File: config.mk
export PLATFORM = sky130hd
export DESIGN_NAME = frl_ffe_tracker
export DESIGN_NICKNAME = d
export VERILOG_FILES = /design/src/rtl/frl_pkg.sv /design/src/rtl/frl_regs.sv /design/src/rtl/ffe_lane.sv /design/src/rtl/frl_rate_dec.sv /design/src/rtl/frl_ffe_tracker.sv
export SDC_FILE = /design/constraint.sdc
export NUM_CORES = 1
export LEC_CHECK = 0
export BUFFER_PORTS_ARGS = -buffer_cell sky130_fd_sc_hd__buf_2
export CORE_ASPECT_RATIO = 1.1
export CORE_MARGIN = 10
export CORE_UTILIZATION = 44
export CTS_CLUSTER_DIAMETER = 30
export DETAILED_ROUTE_END_ITERATION = 6
export PLACE_DENSITY = 0.73
export SYNTH_ARGS = -nofsm -noshare
export SYNTH_HDL_FRONTEND = slang
export SYNTH_SLANG_ARGS = --single-unit
export TNS_END_PERCENT = 30
File: constraint.sdc
create_clock -name clk -period 1.8 [get_ports clk]
set_input_delay 0.18 -clock clk [delete_from_list [all_inputs] [get_ports clk]]
set_output_delay 0.18 -clock clk [all_outputs]
set_load 0.01 [all_outputs]
File: src/rtl/frl_pkg.sv
`timescale 1ns/1ps
package frl_pkg;
    typedef enum logic [1:0] {
        LVL0 = 2'd0,
        LVL1 = 2'd1,
        LVL2 = 2'd2,
        LVL3 = 2'd3
    } lvl_e;

    localparam logic [3:0] REQ_ADVANCE = 4'hE;
    localparam logic [3:0] REQ_CLEAR   = 4'hF;
    localparam logic [1:0] LVL_CEIL    = 2'd3;
endpackage

File: src/rtl/frl_regs.sv
`timescale 1ns/1ps
module frl_regs #(
    parameter int LANES = 4,
    parameter int ADDR_W = 8,
    parameter int DATA_W = 8,
    parameter logic [7:0] TMDS_ADDR = 8'h20,
    parameter logic [7:0] CFG_ADDR  = 8'h31,
    parameter logic [7:0] TEST_ADDR = 8'h35,
    parameter logic [7:0] REQ_BASE  = 8'h41
) (
    input  logic              clk,
    input  logic              rst_n,
    input  logic [1:0]        mode,
    input  logic              snp_valid,
    input  logic [ADDR_W-1:0] snp_addr,
    input  logic [DATA_W-1:0] snp_data,
    input  logic              host_valid,
    input  logic [ADDR_W-1:0] host_addr,
    input  logic [DATA_W-1:0] host_data,
    input  logic              scdc_clear,
    output logic [3:0]        rate_code,
    output logic [1:0]        max_lvl,
    output logic [2:0]        test_bits,
    output logic              tmds_bit,
    output logic              rate_chg,
    output logic              clr_all,
    output logic [LANES-1:0]  lane_adv
);
    import frl_pkg::*;

    localparam int NIB = 4;
    localparam int PER_REG = DATA_W / NIB;

    logic              ev_vld;
    logic [ADDR_W-1:0] ev_addr;
    logic [DATA_W-1:0] ev_data;
    logic              hit_cfg, hit_test, hit_tmds;
    logic [LANES-1:0]  is_f;
    logic [3:0]        rate_q;
    logic [3:0]        maxf_q;
    logic [2:0]        test_q;
    logic              tmds_q;

    always_comb begin
        if (mode == 2'd0) begin
            ev_vld  = snp_valid;
            ev_addr = snp_addr;
            ev_data = snp_data;
        end else begin
            ev_vld  = host_valid;
            ev_addr = host_addr;
            ev_data = host_data;
        end
        hit_cfg  = ev_vld && (ev_addr == ADDR_W'(CFG_ADDR));
        hit_test = ev_vld && (ev_addr == ADDR_W'(TEST_ADDR));
        hit_tmds = ev_vld && (ev_addr == ADDR_W'(TMDS_ADDR));
    end

    for (genvar g = 0; g < LANES; g++) begin : g_lane_dec
        localparam logic [ADDR_W-1:0] LANE_ADDR = ADDR_W'(REQ_BASE) + ADDR_W'(g / PER_REG);
        logic [NIB-1:0] nib;
        logic           hit;
        assign hit = ev_vld && (ev_addr == LANE_ADDR);
        assign nib = ev_data[NIB*(g % PER_REG) +: NIB];
        assign is_f[g]     = hit && (nib == REQ_CLEAR);
        assign lane_adv[g] = hit && (nib == REQ_ADVANCE);
    end

    assign rate_chg = hit_cfg && !scdc_clear && (ev_data[3:0] != rate_q);
    assign clr_all  = scdc_clear || rate_chg || (|is_f);

    always_ff @(posedge clk or negedge rst_n) begin
        if (!rst_n) begin
            rate_q <= '0;
            maxf_q <= '0;
            test_q <= '0;
            tmds_q <= 1'b0;
        end else if (scdc_clear) begin
            rate_q <= '0;
            maxf_q <= '0;
            test_q <= '0;
            tmds_q <= 1'b0;
        end else begin
            if (hit_cfg) begin
                rate_q <= ev_data[3:0];
                maxf_q <= ev_data[7:4];
            end
            if (hit_test) test_q <= ev_data[3:1];
            if (hit_tmds) tmds_q <= ev_data[1];
        end
    end

    assign rate_code = rate_q;
    assign max_lvl   = (maxf_q > 4'(LVL_CEIL)) ? LVL_CEIL : maxf_q[1:0];
    assign test_bits = test_q;
    assign tmds_bit  = tmds_q;

    // a clear pulse leaves the held registers at zero
    assert_clear_zero_R11: assert property (@(posedge clk) disable iff (!rst_n)
        scdc_clear |=> (rate_code == 4'd0 && test_bits == 3'd0 && !tmds_bit))
        else $error("assert_clear_zero_R11");

    // without a selected event the rate code stays put
    assert_idle_hold_R8: assert property (@(posedge clk) disable iff (!rst_n)
        (!ev_vld && !scdc_clear) |=> $stable(rate_code))
        else $error("assert_idle_hold_R8");
endmodule

File: src/rtl/ffe_lane.sv
`timescale 1ns/1ps
module ffe_lane (
    input  logic       clk,
    input  logic       rst_n,
    input  logic       clr,
    input  logic       adv,
    input  logic [1:0] max_lvl,
    output logic [1:0] lvl
);
    import frl_pkg::*;

    lvl_e st_q, st_n;

    always_ff @(posedge clk or negedge rst_n) begin
        if (!rst_n) st_q <= LVL0;
        else        st_q <= st_n;
    end

    always_comb begin
        st_n = st_q;
        unique case (st_q)
            LVL0: if (adv && max_lvl > 2'd0) st_n = LVL1;
            LVL1: if (adv && max_lvl > 2'd1) st_n = LVL2;
            LVL2: if (adv && max_lvl > 2'd2) st_n = LVL3;
            LVL3: st_n = LVL3;
        endcase
        if (clr) st_n = LVL0;
    end

    assign lvl = st_q;

    // a clear always lands on level 0
    assert_clear_lvl0_R4: assert property (@(posedge clk) disable iff (!rst_n)
        clr |=> (lvl == 2'd0))
        else $error("assert_clear_lvl0_R4");

    // an advance below the maximum raises by exactly one
    assert_step_one_R2: assert property (@(posedge clk) disable iff (!rst_n)
        (adv && !clr && lvl < max_lvl) |=> (lvl == $past(lvl) + 2'd1))
        else $error("assert_step_one_R2");

    // an advance at or above the maximum holds the level
    assert_saturate_R3: assert property (@(posedge clk) disable iff (!rst_n)
        (adv && !clr && lvl >= max_lvl) |=> $stable(lvl))
        else $error("assert_saturate_R3");
endmodule

File: src/rtl/frl_rate_dec.sv
`timescale 1ns/1ps
module frl_rate_dec #(
    parameter int GBPS_W = 4,
    parameter int CNT_W  = 3
) (
    input  logic [3:0]        code,
    output logic [GBPS_W-1:0] gbps,
    output logic [CNT_W-1:0]  lanes
);
    always_comb begin
        case (code)
            4'd1:    begin gbps = GBPS_W'(3);  lanes = CNT_W'(3); end
            4'd2:    begin gbps = GBPS_W'(6);  lanes = CNT_W'(3); end
            4'd3:    begin gbps = GBPS_W'(6);  lanes = CNT_W'(4); end
            4'd4:    begin gbps = GBPS_W'(8);  lanes = CNT_W'(4); end
            4'd5:    begin gbps = GBPS_W'(10); lanes = CNT_W'(4); end
            4'd6:    begin gbps = GBPS_W'(12); lanes = CNT_W'(4); end
            default: begin gbps = '0;          lanes = '0;        end
        endcase
    end

    // off codes never report a lane count
    always_comb begin
        assert_off_codes_R7: assert ((code != 4'd0 && code < 4'd7) || lanes == '0)
            else $error("assert_off_codes_R7");
    end
endmodule

File: src/rtl/frl_ffe_tracker.sv
`timescale 1ns/1ps
module frl_ffe_tracker #(
    parameter int LANES  = 4,
    parameter int ADDR_W = 8,
    parameter int DATA_W = 8,
    parameter int GBPS_W = 4,
    parameter int CNT_W  = 3
) (
    input  logic                 clk,
    input  logic                 rst_n,
    input  logic [1:0]           mode,
    input  logic                 snp_valid,
    input  logic [ADDR_W-1:0]    snp_addr,
    input  logic [DATA_W-1:0]    snp_data,
    input  logic                 host_valid,
    input  logic [ADDR_W-1:0]    host_addr,
    input  logic [DATA_W-1:0]    host_data,
    input  logic                 scdc_clear,
    input  logic [2*LANES-1:0]   ovr_ffe,
    output logic [2*LANES-1:0]   ffe_level,
    output logic [GBPS_W-1:0]    frl_gbps,
    output logic [CNT_W-1:0]     frl_lanes,
    output logic                 no_ffe,
    output logic                 deemph_only,
    output logic                 preshoot_only,
    output logic                 tmds_ratio
);
    logic [3:0]         rate_code;
    logic [1:0]         max_lvl;
    logic [2:0]         test_bits;
    logic               rate_chg;
    logic               clr_all;
    logic [LANES-1:0]   lane_adv;
    logic [2*LANES-1:0] trk_lvl;

    frl_regs #(.LANES(LANES), .ADDR_W(ADDR_W), .DATA_W(DATA_W)) u_regs (
        .clk(clk), .rst_n(rst_n), .mode(mode),
        .snp_valid(snp_valid), .snp_addr(snp_addr), .snp_data(snp_data),
        .host_valid(host_valid), .host_addr(host_addr), .host_data(host_data),
        .scdc_clear(scdc_clear),
        .rate_code(rate_code), .max_lvl(max_lvl), .test_bits(test_bits),
        .tmds_bit(tmds_ratio), .rate_chg(rate_chg), .clr_all(clr_all),
        .lane_adv(lane_adv)
    );

    for (genvar g = 0; g < LANES; g++) begin : g_lane
        ffe_lane u_lane (
            .clk(clk), .rst_n(rst_n), .clr(clr_all), .adv(lane_adv[g]),
            .max_lvl(max_lvl), .lvl(trk_lvl[2*g +: 2])
        );
        always_comb begin
            if (no_ffe)        ffe_level[2*g +: 2] = 2'd0;
            else if (mode[1])  ffe_level[2*g +: 2] = ovr_ffe[2*g +: 2];
            else               ffe_level[2*g +: 2] = trk_lvl[2*g +: 2];
        end
    end

    frl_rate_dec #(.GBPS_W(GBPS_W), .CNT_W(CNT_W)) u_dec (
        .code(rate_code), .gbps(frl_gbps), .lanes(frl_lanes)
    );

    assign no_ffe        = test_bits[2];
    assign deemph_only   = test_bits[1];
    assign preshoot_only = test_bits[0];

    // a new rate code empties every lane tracker
    assert_rate_reset_R6: assert property (@(posedge clk) disable iff (!rst_n)
        rate_chg |=> (trk_lvl == '0))
        else $error("assert_rate_reset_R6");
endmodule

* Word level (Yosys, flattened, before mapping)
Index checks and enable logic that the tools add are counted.
** Storage, ports and cells
- Bits in registers :: 20
- Output and inout port bits :: 19
** Cells by class
- Eq/ne operators :: 40
- Magnitude comparators :: 4
- Multiplexer cells :: 42
- Reductions and logical operators :: 46
** Operators with widths (number)
- 2-bit 2-to-1 mux :: 25
- 3-bit by 2-bit != test with 1-bit output (second input constant) :: 12
- 2-bit one-hot mux with 4 select lines :: 4
- 1-bit logical AND :: 27
- 8-bit by 6-bit equality test with 1-bit output (second input constant) :: 3
- 4-bit one-hot mux with 5 select lines :: 1
- 2-bit equality test (second input constant) :: 8
- 4-bit equality test (second input constant) :: 4
- 8-bit by 7-bit equality test with 1-bit output (second input constant) :: 2
- 4-bit 2-to-1 mux :: 4
- 8-bit 2-to-1 mux :: 2
- 4-bit by 3-bit equality test with 1-bit output (second input constant) :: 3
- 3-bit AND reduction :: 4
- 2-bit zero test :: 5
- 2-bit by 1-bit equality test with 1-bit output (second input constant) :: 4
- 4-bit by 2-bit equality test with 1-bit output (second input constant) :: 2
- 4-bit OR reduction :: 2
- 3-bit 2-to-1 mux :: 2
- 3-bit one-hot mux with 2 select lines :: 1
- 2-bit nonzero test :: 3
- 4-bit by 1-bit equality test with 1-bit output (second input constant) :: 1
- 2-bit by 1-bit > comparator with 1-bit output (second input constant) :: 2
- 4-bit by 2-bit > comparator with 1-bit output (second input constant) :: 1
- 4-bit != test :: 1
- 5 further kinds :: 9

* Longest topological paths before layout
Gate-level depths: netlist of run 1.
- Word-level depth :: 10
- Mapped depth :: 8
- Gate-level depth less buffers :: 5

* Hierarchy
A second synthesis of run 1 with hierarchy kept.
** Second synthesis, totals
- Cell total of the unflattened synthesis :: 200
- Area, all modules :: 1672.9 µm²
** By module, submodules not included
- frl_regs :: times used 1, cells each 128, area each 1083.5 µm²
- ffe_lane :: times used 4, cells each 10, area each 92.6 µm²
- frl_ffe_tracker :: times used 1, cells each 18, area each 125.1 µm²
- frl_rate_dec :: times used 1, cells each 14, area each 93.8 µm²

* Worst setup path before layout of run 1
Ideal clock, no wire load.
- Path kind :: register -> register
- Start point :: register u_regs.rate_q[2], in the netlist u_regs.rate_code[2]
- End point :: register g_lane[3].u_lane.st_q[0]
- Path buffers :: 1
- Setup time :: 111 ps
- Path slack :: 8 ps
- Period minus slack after synthesis :: 1792 ps
- Data arrival time :: 1681 ps
- Data required time :: 1689 ps
- Cell stages (with the launch flop) :: 7
- Path through :: dfrtp_1 -> clkbuf_1 -> xor2_1 -> a221oi_1 -> nand2_1 -> o311a_2 -> a2111oi_2
** On the way
- Cells in the longest elaborated chain, start to end :: 6
- Elaborated cells on any way between the ends :: 9
- Those cells by class :: eq/ne: 4; mux: 1; reduce/logical: 4
** RTL lines
- from (decl) :: RTL line frl_regs.sv:39 : logic [3:0] rate_q;
- from (signal assigned) :: RTL line frl_regs.sv:85 : rate_q <= ev_data[3:0];
- 4-bit != test * :: RTL line frl_regs.sv:69 : assign rate_chg = hit_cfg && !scdc_clear && (ev_data[3:0] != rate_q);
- 1-bit logical AND * :: RTL line frl_regs.sv:69
- 1-bit logical OR * (2 in series) :: RTL line frl_regs.sv:70 : assign clr_all = scdc_clear || rate_chg || (|is_f);
- 3-bit by 2-bit != test with 1-bit output (no source line)
- 3-bit AND reduction (no source line)
- to (signal assigned) :: RTL line ffe_lane.sv:16 : else st_q <= st_n;
- to (decl) :: RTL line ffe_lane.sv:12 : lvl_e st_q, st_n;
Every way passes the cells marked *; elsewhere a longest branch is shown, timed or not.
A chain may end at the register's enable or synchronous reset.

* Worst setup path after layout of run 1
- Start point :: input mode[1]
- End point :: register g_lane[2].u_lane.st_q[0]
** On the way
- Cells in the longest elaborated chain, start to end :: 10
- Elaborated cells on any way between the ends :: 32
- Those cells by class :: eq/ne: 10; mux: 4; reduce/logical: 18
** RTL lines
- from (decl) :: RTL line frl_ffe_tracker.sv:11 : input logic [1:0] mode,
- 2-bit zero test * :: RTL line frl_regs.sv:45 : if (mode == 2'd0) begin
- 8-bit 2-to-1 mux :: RTL line frl_regs.sv:45
- 8-bit by 6-bit equality test with 1-bit output :: RTL line frl_regs.sv:54 : hit_cfg = ev_vld && (ev_addr == ADDR_W'(CFG_ADDR));
- 1-bit logical AND :: RTL line frl_regs.sv:54
- 1-bit logical AND (2 in series) :: RTL line frl_regs.sv:69
- 1-bit logical OR (2 in series) :: RTL line frl_regs.sv:70
- 3-bit by 2-bit != test with 1-bit output (no source line)
- 3-bit AND reduction (no source line)
- to (signal assigned) :: RTL line ffe_lane.sv:16
- to (decl) :: RTL line ffe_lane.sv:12
Marks and branches as above.

==> impl_metrics.toml, run 1 <==
[synth]
synth_area_um2 = 1710
postSynth.asyncResetShare = 1.00
synth.lib_cells_used.distinct = 53
mappedNetlistNets = 252
synth.area.top_cells = "sky130_fd_sc_hd__dfrtp_1 29%, sky130_fd_sc_hd__mux2i_1 6.4%, sky130_fd_sc_hd__nor2_1 5.5%"
number_of_flops_mapped_to_enable_cells_by_yosys = 0
synth.yosys.seq_area_share = 0.292
ys.warnings.count = 0
mapped_avg_cell_area_um2 = 8.36
synth_ff_type = "sky130_fd_sc_hd__dfrtp_1"
synth.ff_latch_count = 20
synthesis.instances = 205
yosys.area.top_type_share = 0.292
synth_area_leader = "sky130_fd_sc_hd__dfrtp_1"

[critical_path]
crit_arrival_ns = 1.82
regToRegEndpoint = "g_lane[3].u_lane.lvl[0]"
crit_path_start = "mode[1]"
crit_end = "g_lane[2].u_lane.lvl[0]"
max_fanout_on_critical_path = 11
worstPathRequired_ns = 1.97
end_kind = "register"
startpoint_type = "input pin"
regToRegStartpoint = "u_regs.rate_code[2]"
setup.reg_to_reg.worst_slack_ns = 0.16
setup_crit_path_kind = "input pin to register"
timing.reg2reg.worst_path_depth = 5

[hold_path]
worst_hold_path_type = "input pin to register"

[floorplan]
design.portCount = 66
dieArea_um2 = 6790
standard_cell_row_count = 23
die_x_um = 79.5
floorplan.initialDensity = 0.461
floorplan.die.height_um = 85.4
core-area_um2 = 3710

[layout]
post_route_cells_drive_above_1_share = 0.366
layout-area-overhead-vs-synth_pct = 33.5
layout_commonest_cell = "sky130_fd_sc_hd__buf_2"
final_cell_mix = "65 x sky130_fd_sc_hd__buf_2, 25 x sky130_fd_sc_hd__nor2_1, 22 x sky130_fd_sc_hd__nand2_1, 22 x sky130_fd_sc_hd__buf_4, 20 x sky130_fd_sc_hd__dfrtp_1"
num-nets-final = 332
antennaDiodeCount = 0

[timing]
final.period_utilization = 0.916
final-setup-viol-count = 0
skew_ns = 0.00164
timing.final.hold_violations = 0
min_period_ns = 1.65
timing_max_transition_violations_final = 0
rsz0062_at_grt = "no"
worst_slew_pin_slew_ns = 0.475
maxSlewHeadroom = 0.684
fin_tns_setup_ns = 0
fmaxAchievable_mhz = 606
timing.final.ws_setup_ns = 0.151

[global_routing]
grt_first_pass_wirelength_um = 9120
grt_overflow = 0
grtUsageTotal = 0.160
first_global_vias = 1985
pin_count_of_the_biggest_net_entering_global_routing = 21
initial_antenna_violation_count = 0

[placed_design]
detailed_placement_hpwl_um = 4470
finalWeightedCongestion = 0.927
dp_slack_ns = -0.107
port_bufs = 65

[detailed_routing]
postRouteAntennaNets = 0
routedWlPerCell_um = 16.5
drtIter0Drc = 100
vias = 1914
remaining_drc_errors = 0
vias_per_cell = 5.73
detail_route.first_pass.iterations = 4
routed_wirelength_um = 5510

[clock_network]
clock_tree_buffer_depth = 2
clock_sinks = 20
clock_latency_ns = 0.26
cts_tree = "done"
clk_pin_slew_ns = 0.08
cts-buffers-inserted = 3
htree_num_levels = 1
clock-root-buffer = "sky130_fd_sc_hd__clkbuf_8"

[flow_run]
max-cap-violations = 0

[power]
power.density_cell_area_nw_per_um2 = 497
cellLeakagePower_nw = 1.06
vdd_ir_drop_max_v = 0.000274

[run_status]
run_status = "complete, no violations"
==> critical path, cell delays in order <==
cell                       delay (ns)
sky130_fd_sc_hd__buf_2           0.13
sky130_fd_sc_hd__or2_4           0.26
sky130_fd_sc_hd__buf_4           0.17
sky130_fd_sc_hd__a31oi_1         0.29
sky130_fd_sc_hd__o221ai_1        0.17
sky130_fd_sc_hd__a41o_1          0.32
sky130_fd_sc_hd__nor4b_2         0.28
==> state kept, by name, indices dropped and copies added, names as in the netlist <==
name               cells
g_lane.u_lane.lvl      8
u_regs.maxf_q          4
u_regs.rate_code       4
u_regs.test_bits       3
u_regs.tmds_bit        1
==> report_power, final <==
group	switching [mW]	internal, mW	total, mW
Clock	0.158	0.297	0.455
Combinational	0.128	0.103	0.231
Sequential	0.000497	0.449	0.450
Total	0.287	0.849	1.14
==> synthesized netlist by cell type (3+ instances only) <==
cell type                  count
sky130_fd_sc_hd__a211oi_1      6
sky130_fd_sc_hd__a21oi_1       7
sky130_fd_sc_hd__a311oi_1      5
sky130_fd_sc_hd__a31oi_1       7
sky130_fd_sc_hd__buf_6         3
sky130_fd_sc_hd__clkbuf_1      6
sky130_fd_sc_hd__dfrtp_1      20
sky130_fd_sc_hd__inv_1         9
sky130_fd_sc_hd__mux2i_1      11
sky130_fd_sc_hd__nand2_1      22
sky130_fd_sc_hd__nand2b_1      3
sky130_fd_sc_hd__nand3_1       7
sky130_fd_sc_hd__nand4_1       5
sky130_fd_sc_hd__nor2_1       25
sky130_fd_sc_hd__nor2b_1       6
sky130_fd_sc_hd__nor3_1        7
sky130_fd_sc_hd__or3_1         4
sky130_fd_sc_hd__xnor2_1       4
==> stage by stage <==
step / power [mW] / cell area [µm²] / utilization / cells / hold WS, ns
2_1_floorplan: 0.568 / 1710 / - / 205 / -0.116
5_1_grt: 1.19 / 2290 / 0.616 / 334 / 0.187
4_1_cts: 1.14 / 2270 / 0.611 / 334 / 0.180
3_5_place_dp: 0.685 / 2190 / 0.589 / 329 / 0.156
3_3_place_gp: 0.682 / 2190 / 0.589 / 329 / 0.165
6_report: 1.14 / 2290 / 0.616 / 334 / 0.182
==> final cells by class <==
cell class,count,area [µm²]
fillers,332,1430
clock inverters,1,30.0
well taps,50,62.6
flip-flops and latches,20,500
clock buffers,3,41.3
multi-input cells,163,1120
repair buffers,88,500
inverters,9,33.8
==> cell families after synthesis <==
family | synth area share
AO/OA/AOI/OAI | 0.234
buffers and inverters | 0.0650
flip-flops | 0.292
multiplexers | 0.0730
adder cells (fa/ha/maj) | 0.00584
AND/OR/NAND/NOR | 0.299
XOR/XNOR | 0.0307
==> worst min path at each step <==
stage	startpoint	endpoint	slack, ns	depth (start not counted)
floorplan	rst_n	g_lane[0].u_lane.lvl[0]	-0.12	0
global placement	rst_n	g_lane[2].u_lane.lvl[1]	0.16	1
detailed placement	rst_n	g_lane[2].u_lane.lvl[1]	0.16	1
CTS	snp_data[5]	u_regs.maxf_q[1]	0.18	3
global route	snp_data[5]	u_regs.maxf_q[1]	0.19	3
finish	snp_data[5]	u_regs.maxf_q[1]	0.18	3
==> routing by layer <==
layer / global-route usage / vias up / wire length [µm]
li1: - / 927 / -
met1: 0.186 / 901 / 2290
met2: 0.281 / 75 / 2770
met3: 0.0422 / 11 / 394
met4: 0.0392 / 0 / 51
met5: 0 / - / 0
==> timing repair <==
action | in CTS | in global routing
gates resized for setup | 0 | 2
hold endpoints to repair | 20 | 0
buffers inserted | 0 | 0
endpoints found under the setup margin | 0 | 6
hold buffers | 1 | 0
No activity file was read; power rests on OpenSTA's default activity.
==> run 2: changes to the inputs <==
==> constraint.sdc (replaced) <==
create_clock -name clk -period 1.8 [get_ports clk]
set_input_delay 0 -clock clk [delete_from_list [all_inputs] [get_ports clk]]
set_output_delay 0 -clock clk [all_outputs]
set_load 0.01 [all_outputs]
==> impl_metrics.toml, run 2 (synthesis results as in run 1) <==
[floorplan]
floorplan.die.height_um = 85.4
core-area_um2 = 3710
floorplan.initialDensity = 0.461
standard_cell_row_count = 23
die_x_um = 79.5
design.portCount = 66
dieArea_um2 = 6790

[critical_path]
cell_by_cell_listing_of_the_critical_path = "xor2_1, a221oi_1, nand2_1, o311a_4, a2111oi_2"
critical_path.top_delay_family = "compound AO/OA/AOI/OAI gates"
startpoint_type = "register"
crit_arrival_ns = 1.80
worstPathRequired_ns = 1.96
worst_path_largest_cell_delay_ns = 0.42
setup_crit_path_kind = "register to register"
max_fanout_on_critical_path = 8
end_kind = "register"
critical_path_buf_inv_count = 0
slowest_stage = "sky130_fd_sc_hd__o311a_4"

[layout]
antennaDiodeCount = 0
multiInputGateArea_um2 = 1110
layout.area.seq_um2 = 500
filler_cell_count = 341
final_cell_area_um2 = 2230
largest_register_ff_count = 8
final_cell_mix = "65 x sky130_fd_sc_hd__buf_2, 25 x sky130_fd_sc_hd__nor2_1, 22 x sky130_fd_sc_hd__nand2_1, 20 x sky130_fd_sc_hd__dfrtp_1, 15 x sky130_fd_sc_hd__buf_4"
num-nets-final = 325
finish.utilization = 0.600
layout-area-overhead-vs-synth_pct = 30.0
layout_commonest_cell = "sky130_fd_sc_hd__buf_2"
post_route_cells_drive_above_1_share = 0.347

[clock_network]
clock_latency_ns = 0.26
clock-root-buffer = "sky130_fd_sc_hd__clkbuf_8"
clk_pin_slew_ns = 0.08
cts-buffers-inserted = 3
cts_setup_buffers = 0
cts_tree = "done"
clock_sinks = 20
htree_num_levels = 1
clock_tree_buffer_depth = 2

[timing]
timing.final.hold_violations = 0
timing.hold.ws_ns = 0.0191
final.period_utilization = 0.911
min_period_ns = 1.64
timing.final.ws_setup_ns = 0.160
fin_tns_setup_ns = 0
fmaxAchievable_mhz = 610
skew_ns = 0.00159
rsz0062_at_grt = "no"
maxSlewHeadroom = 0.673
worst_slew_pin_slew_ns = 0.489
timing_max_transition_violations_final = 0
final-setup-viol-count = 0

[global_routing]
pin_count_of_the_biggest_net_entering_global_routing = 21
grtUsageTotal = 0.161
grt_first_pass_wirelength_um = 9140
initial_antenna_violation_count = 0
grt_overflow = 0
first_global_vias = 2006

[placed_design]
port_bufs = 65
detailed_placement_hpwl_um = 4360
dp_slack_ns = 0.0373
finalWeightedCongestion = 0.991
placement.cell_area_um2 = 2140

[detailed_routing]
routed_wirelength_um = 5330
routedWlPerCell_um = 16.3
remaining_drc_errors = 0
vias_per_cell = 5.78
drtIter0Drc = 135
detail_route.first_pass.iterations = 4
vias = 1891
postRouteAntennaNets = 0

[power]
cellLeakagePower_nw = 1.03
power.density_cell_area_nw_per_um2 = 509
vdd_ir_drop_max_v = 0.000329

[hold_path]
worst_hold_path_type = "input pin to register"

[flow_run]
max-cap-violations = 0

[run_status]
run_status = "complete, no violations"
[run 2: cell count changes in the layout (fill, tap and decap cells not counted), sizes merged]
cell  before  now
buf       87   80
[run 2: what timing repair did]
item / CTS / global route
setup endpoints to repair: 0 / 1
gates resized for setup: 0 / 1
hold endpoints to repair: 20 / 0
hold buffers: 1 / 0
[run 2: per-stage QoR]
stage	power, mW	std cells
after floorplan	0.568	205
after global placement	0.673	322
after detailed placement	0.676	322
after CTS	1.14	327
after global routing	1.18	327
final	1.13	327
[run 2: area by class of cell]
type,instances,share of cell area
Clock buffer,3,0.0185
Tap cell,50,0.0281
Timing Repair Buffer,81,0.201
Multi-Input combinational cell,163,0.499
Sequential cell,20,0.225
Inverter,9,0.0152
Clock inverter,1,0.0135
[run 2: routing by layer]
layer  GRT usage  vias up  wire, µm
li1            -      916         -
met1       0.179      901      2100
met2       0.286       70      2720
met3      0.0517        4       481
met4      0.0392        0        25
met5           0        -         0
[run 2: where the power goes]
part	total [mW]	leakage (nW)	switching (mW)	internal [mW]
clock	0.464	0.0357	0.167	0.297
combinational	0.220	0.712	0.124	0.0956
sequential	0.450	0.280	0.000492	0.449
[run 2: worst register-to-register path: stages, from the launching register on]
cell	delay, ns
sky130_fd_sc_hd__dfrtp_1	0.40
sky130_fd_sc_hd__xor2_1	0.14
sky130_fd_sc_hd__a221oi_1	0.20
sky130_fd_sc_hd__nand2_1	0.10
sky130_fd_sc_hd__o311a_4	0.42
sky130_fd_sc_hd__a2111oi_2	0.28
[run 2: final timing paths]
check	startpoint	end	slack (ns)	cells past startpoint
hold / removal	host_data[5]	u_regs.maxf_q[1]	0.02	3
setup / recovery	u_regs.rate_code[2]	g_lane[3].u_lane.lvl[0]	0.16	5
setup reg to reg	u_regs.rate_code[2]	g_lane[3].u_lane.lvl[0]	0.16	5
min in group asynchronous	rst_n	g_lane[3].u_lane.lvl[0]	0.23	2
max in group asynchronous	rst_n	u_regs.rate_code[0]	1.25	2
hold reg to reg	u_regs.test_bits[1]	u_regs.test_bits[1]	0.53	2
==> run 3: changes to the inputs <==
MAX_ROUTING_LAYER = met4   (was not set)
RECOVER_POWER = 25   (was not set)
==> impl_metrics.toml, run 3 (synthesis results as in run 1) <==
[clock_network]
clock_latency_ns = 0.26
clk_pin_slew_ns = 0.08
htree_num_levels = 1
cts_tree = "done"
cts-buffers-inserted = 3
clock_sinks = 20
clock_tree_buffer_depth = 2
cts_setup_buffers = 0
clock-root-buffer = "sky130_fd_sc_hd__clkbuf_8"

[power]
switching_share_of_power = 0.259
cellLeakagePower_nw = 1.02
clock_power_share = 0.410
power.density_cell_area_nw_per_um2 = 510
seq_power_share = 0.396
combinationalPowerShare = 0.194
switching_power_uw = 294
vdd_ir_drop_max_v = 0.000330
internal_power_uw = 842

[global_routing]
grt_overflow = 0
grtUsageTotal = 0.165
first_global_vias = 2005
grt_first_pass_wirelength_um = 9140
initial_antenna_violation_count = 0
pin_count_of_the_biggest_net_entering_global_routing = 21

[floorplan]
design.portCount = 66
floorplan.die.height_um = 85.4
floorplan.initialDensity = 0.461
die_x_um = 79.5
standard_cell_row_count = 23
dieArea_um2 = 6790
core-area_um2 = 3710

[timing]
min_period_ns = 1.64
timing.hold.ws_ns = 0.0177
fmaxAchievable_mhz = 608
timing_max_transition_violations_final = 0
final-setup-viol-count = 0
final.period_utilization = 0.914
rsz0062_at_grt = "no"
fin_tns_setup_ns = 0
skew_ns = 0.00235
maxSlewHeadroom = 0.247
worst_slew_pin_slew_ns = 1.13
timing.final.hold_violations = 0

[layout]
largest_register_ff_count = 8
post_route_cells_drive_above_1_share = 0.343
multiInputGateArea_um2 = 1110
filler_cell_count = 342
final_cell_mix = "64 x sky130_fd_sc_hd__buf_2, 25 x sky130_fd_sc_hd__nor2_1, 22 x sky130_fd_sc_hd__nand2_1, 20 x sky130_fd_sc_hd__dfrtp_1, 15 x sky130_fd_sc_hd__buf_4"
antennaDiodeCount = 0
layout.area.seq_um2 = 500
finish.utilization = 0.600
layout_commonest_cell = "sky130_fd_sc_hd__buf_2"
layout-area-overhead-vs-synth_pct = 29.9
num-nets-final = 325

[critical_path]
crit_arrival_ns = 1.81
critical_path_buf_inv_count = 0
slowest_stage = "sky130_fd_sc_hd__o311a_4"
startpoint_type = "register"
worstPathRequired_ns = 1.96
setup_crit_path_kind = "register to register"
worst_path_largest_cell_delay_ns = 0.42
critical_path.top_delay_family = "compound AO/OA/AOI/OAI gates"
setup.reg_to_reg.worst_slack_ns = 0.16
max_fanout_on_critical_path = 8
end_kind = "register"
cell_by_cell_listing_of_the_critical_path = "xor2_1, a221oi_1, nand2_1, o311a_4, a2111oi_2"

[placed_design]
port_bufs = 65
finalWeightedCongestion = 1.01
detailed_placement_hpwl_um = 4360

[hold_path]
worst_hold_path_type = "input pin to register"

[flow_run]
max-cap-violations = 0

[detailed_routing]
vias_per_cell = 5.81
detail_route.first_pass.iterations = 4
vias = 1899
drtIter0Drc = 134
remaining_drc_errors = 0
postRouteAntennaNets = 0
routed_wirelength_um = 5350
routedWlPerCell_um = 16.3

[run_status]
run_status = "complete, no violations"
[run 3: cell count changes in the layout (fill, tap and decap cells not counted), sizes merged]
cell    before  now
buf         80   79
clkbuf       3    4
[run 3: final timing paths]
path	from	end	depth (start not counted)
worst max register to register	u_regs.rate_code[2]	g_lane[3].u_lane.lvl[0]	5
worst min register to register	u_regs.test_bits[1]	u_regs.test_bits[1]	2
max in group asynchronous	rst_n	u_regs.rate_code[0]	2
worst min-delay path	host_data[5]	u_regs.maxf_q[1]	3
worst max-delay path	u_regs.rate_code[2]	g_lane[3].u_lane.lvl[0]	5
min in group asynchronous	rst_n	g_lane[3].u_lane.lvl[0]	2
[run 3: through the flow]
step | setup slack (ns) | total power [mW] | std cells | instance area (µm²)
5_1_grt | 0.00158 | 1.18 | 327 | 2230
4_1_cts | 0.0877 | 1.14 | 327 | 2220
3_3_place_gp | 0.0736 | 0.673 | 322 | 2140
2_1_floorplan | 0.00784 | 0.568 | 205 | 1710
3_5_place_dp | 0.0373 | 0.676 | 322 | 2140
6_report | 0.155 | 1.14 | 327 | 2230
[run 3: area by class of cell]
cell class / count / area share
well taps: 50 / 0.0281
repair buffers: 81 / 0.201
inverters: 9 / 0.0152
clock buffers: 3 / 0.0185
clock inverters: 1 / 0.0135
multi-input cells: 163 / 0.499
flip-flops and latches: 20 / 0.225
[run 3: repair_timing]
| item | in CTS | in global routing |
|---|---|---|
| hold buffers | 1 | 0 |
| endpoints found under the setup margin | 0 | 1 |
| gates resized for setup | 0 | 1 |
| hold endpoints to repair | 20 | 0 |
[run 3: tightest hold or removal path, cell delays in order]
cell                       delay, ns
sky130_fd_sc_hd__buf_2          0.10
sky130_fd_sc_hd__nand2_1        0.05
sky130_fd_sc_hd__a311oi_1       0.09
[run 3: per-layer routing]
metal / wire length [µm] / up-vias / GRT usage
met5: 0 / - / -
met3: 343 / 4 / 0.0327
met4: 25 / 0 / 0.0392
met2: 2720 / 71 / 0.286
met1: 2250 / 909 / 0.190
li1: - / 915 / -
[run 3: power groups by stage]
stage                     sequential (mW)  combinational, mW  clock [mW]
after detailed placement            0.459              0.217           0
after floorplan                     0.459              0.109           0
final                               0.450              0.220       0.466
after global placement              0.459              0.214           0
after CTS                           0.450              0.220       0.466
after global routing                0.450              0.245       0.489
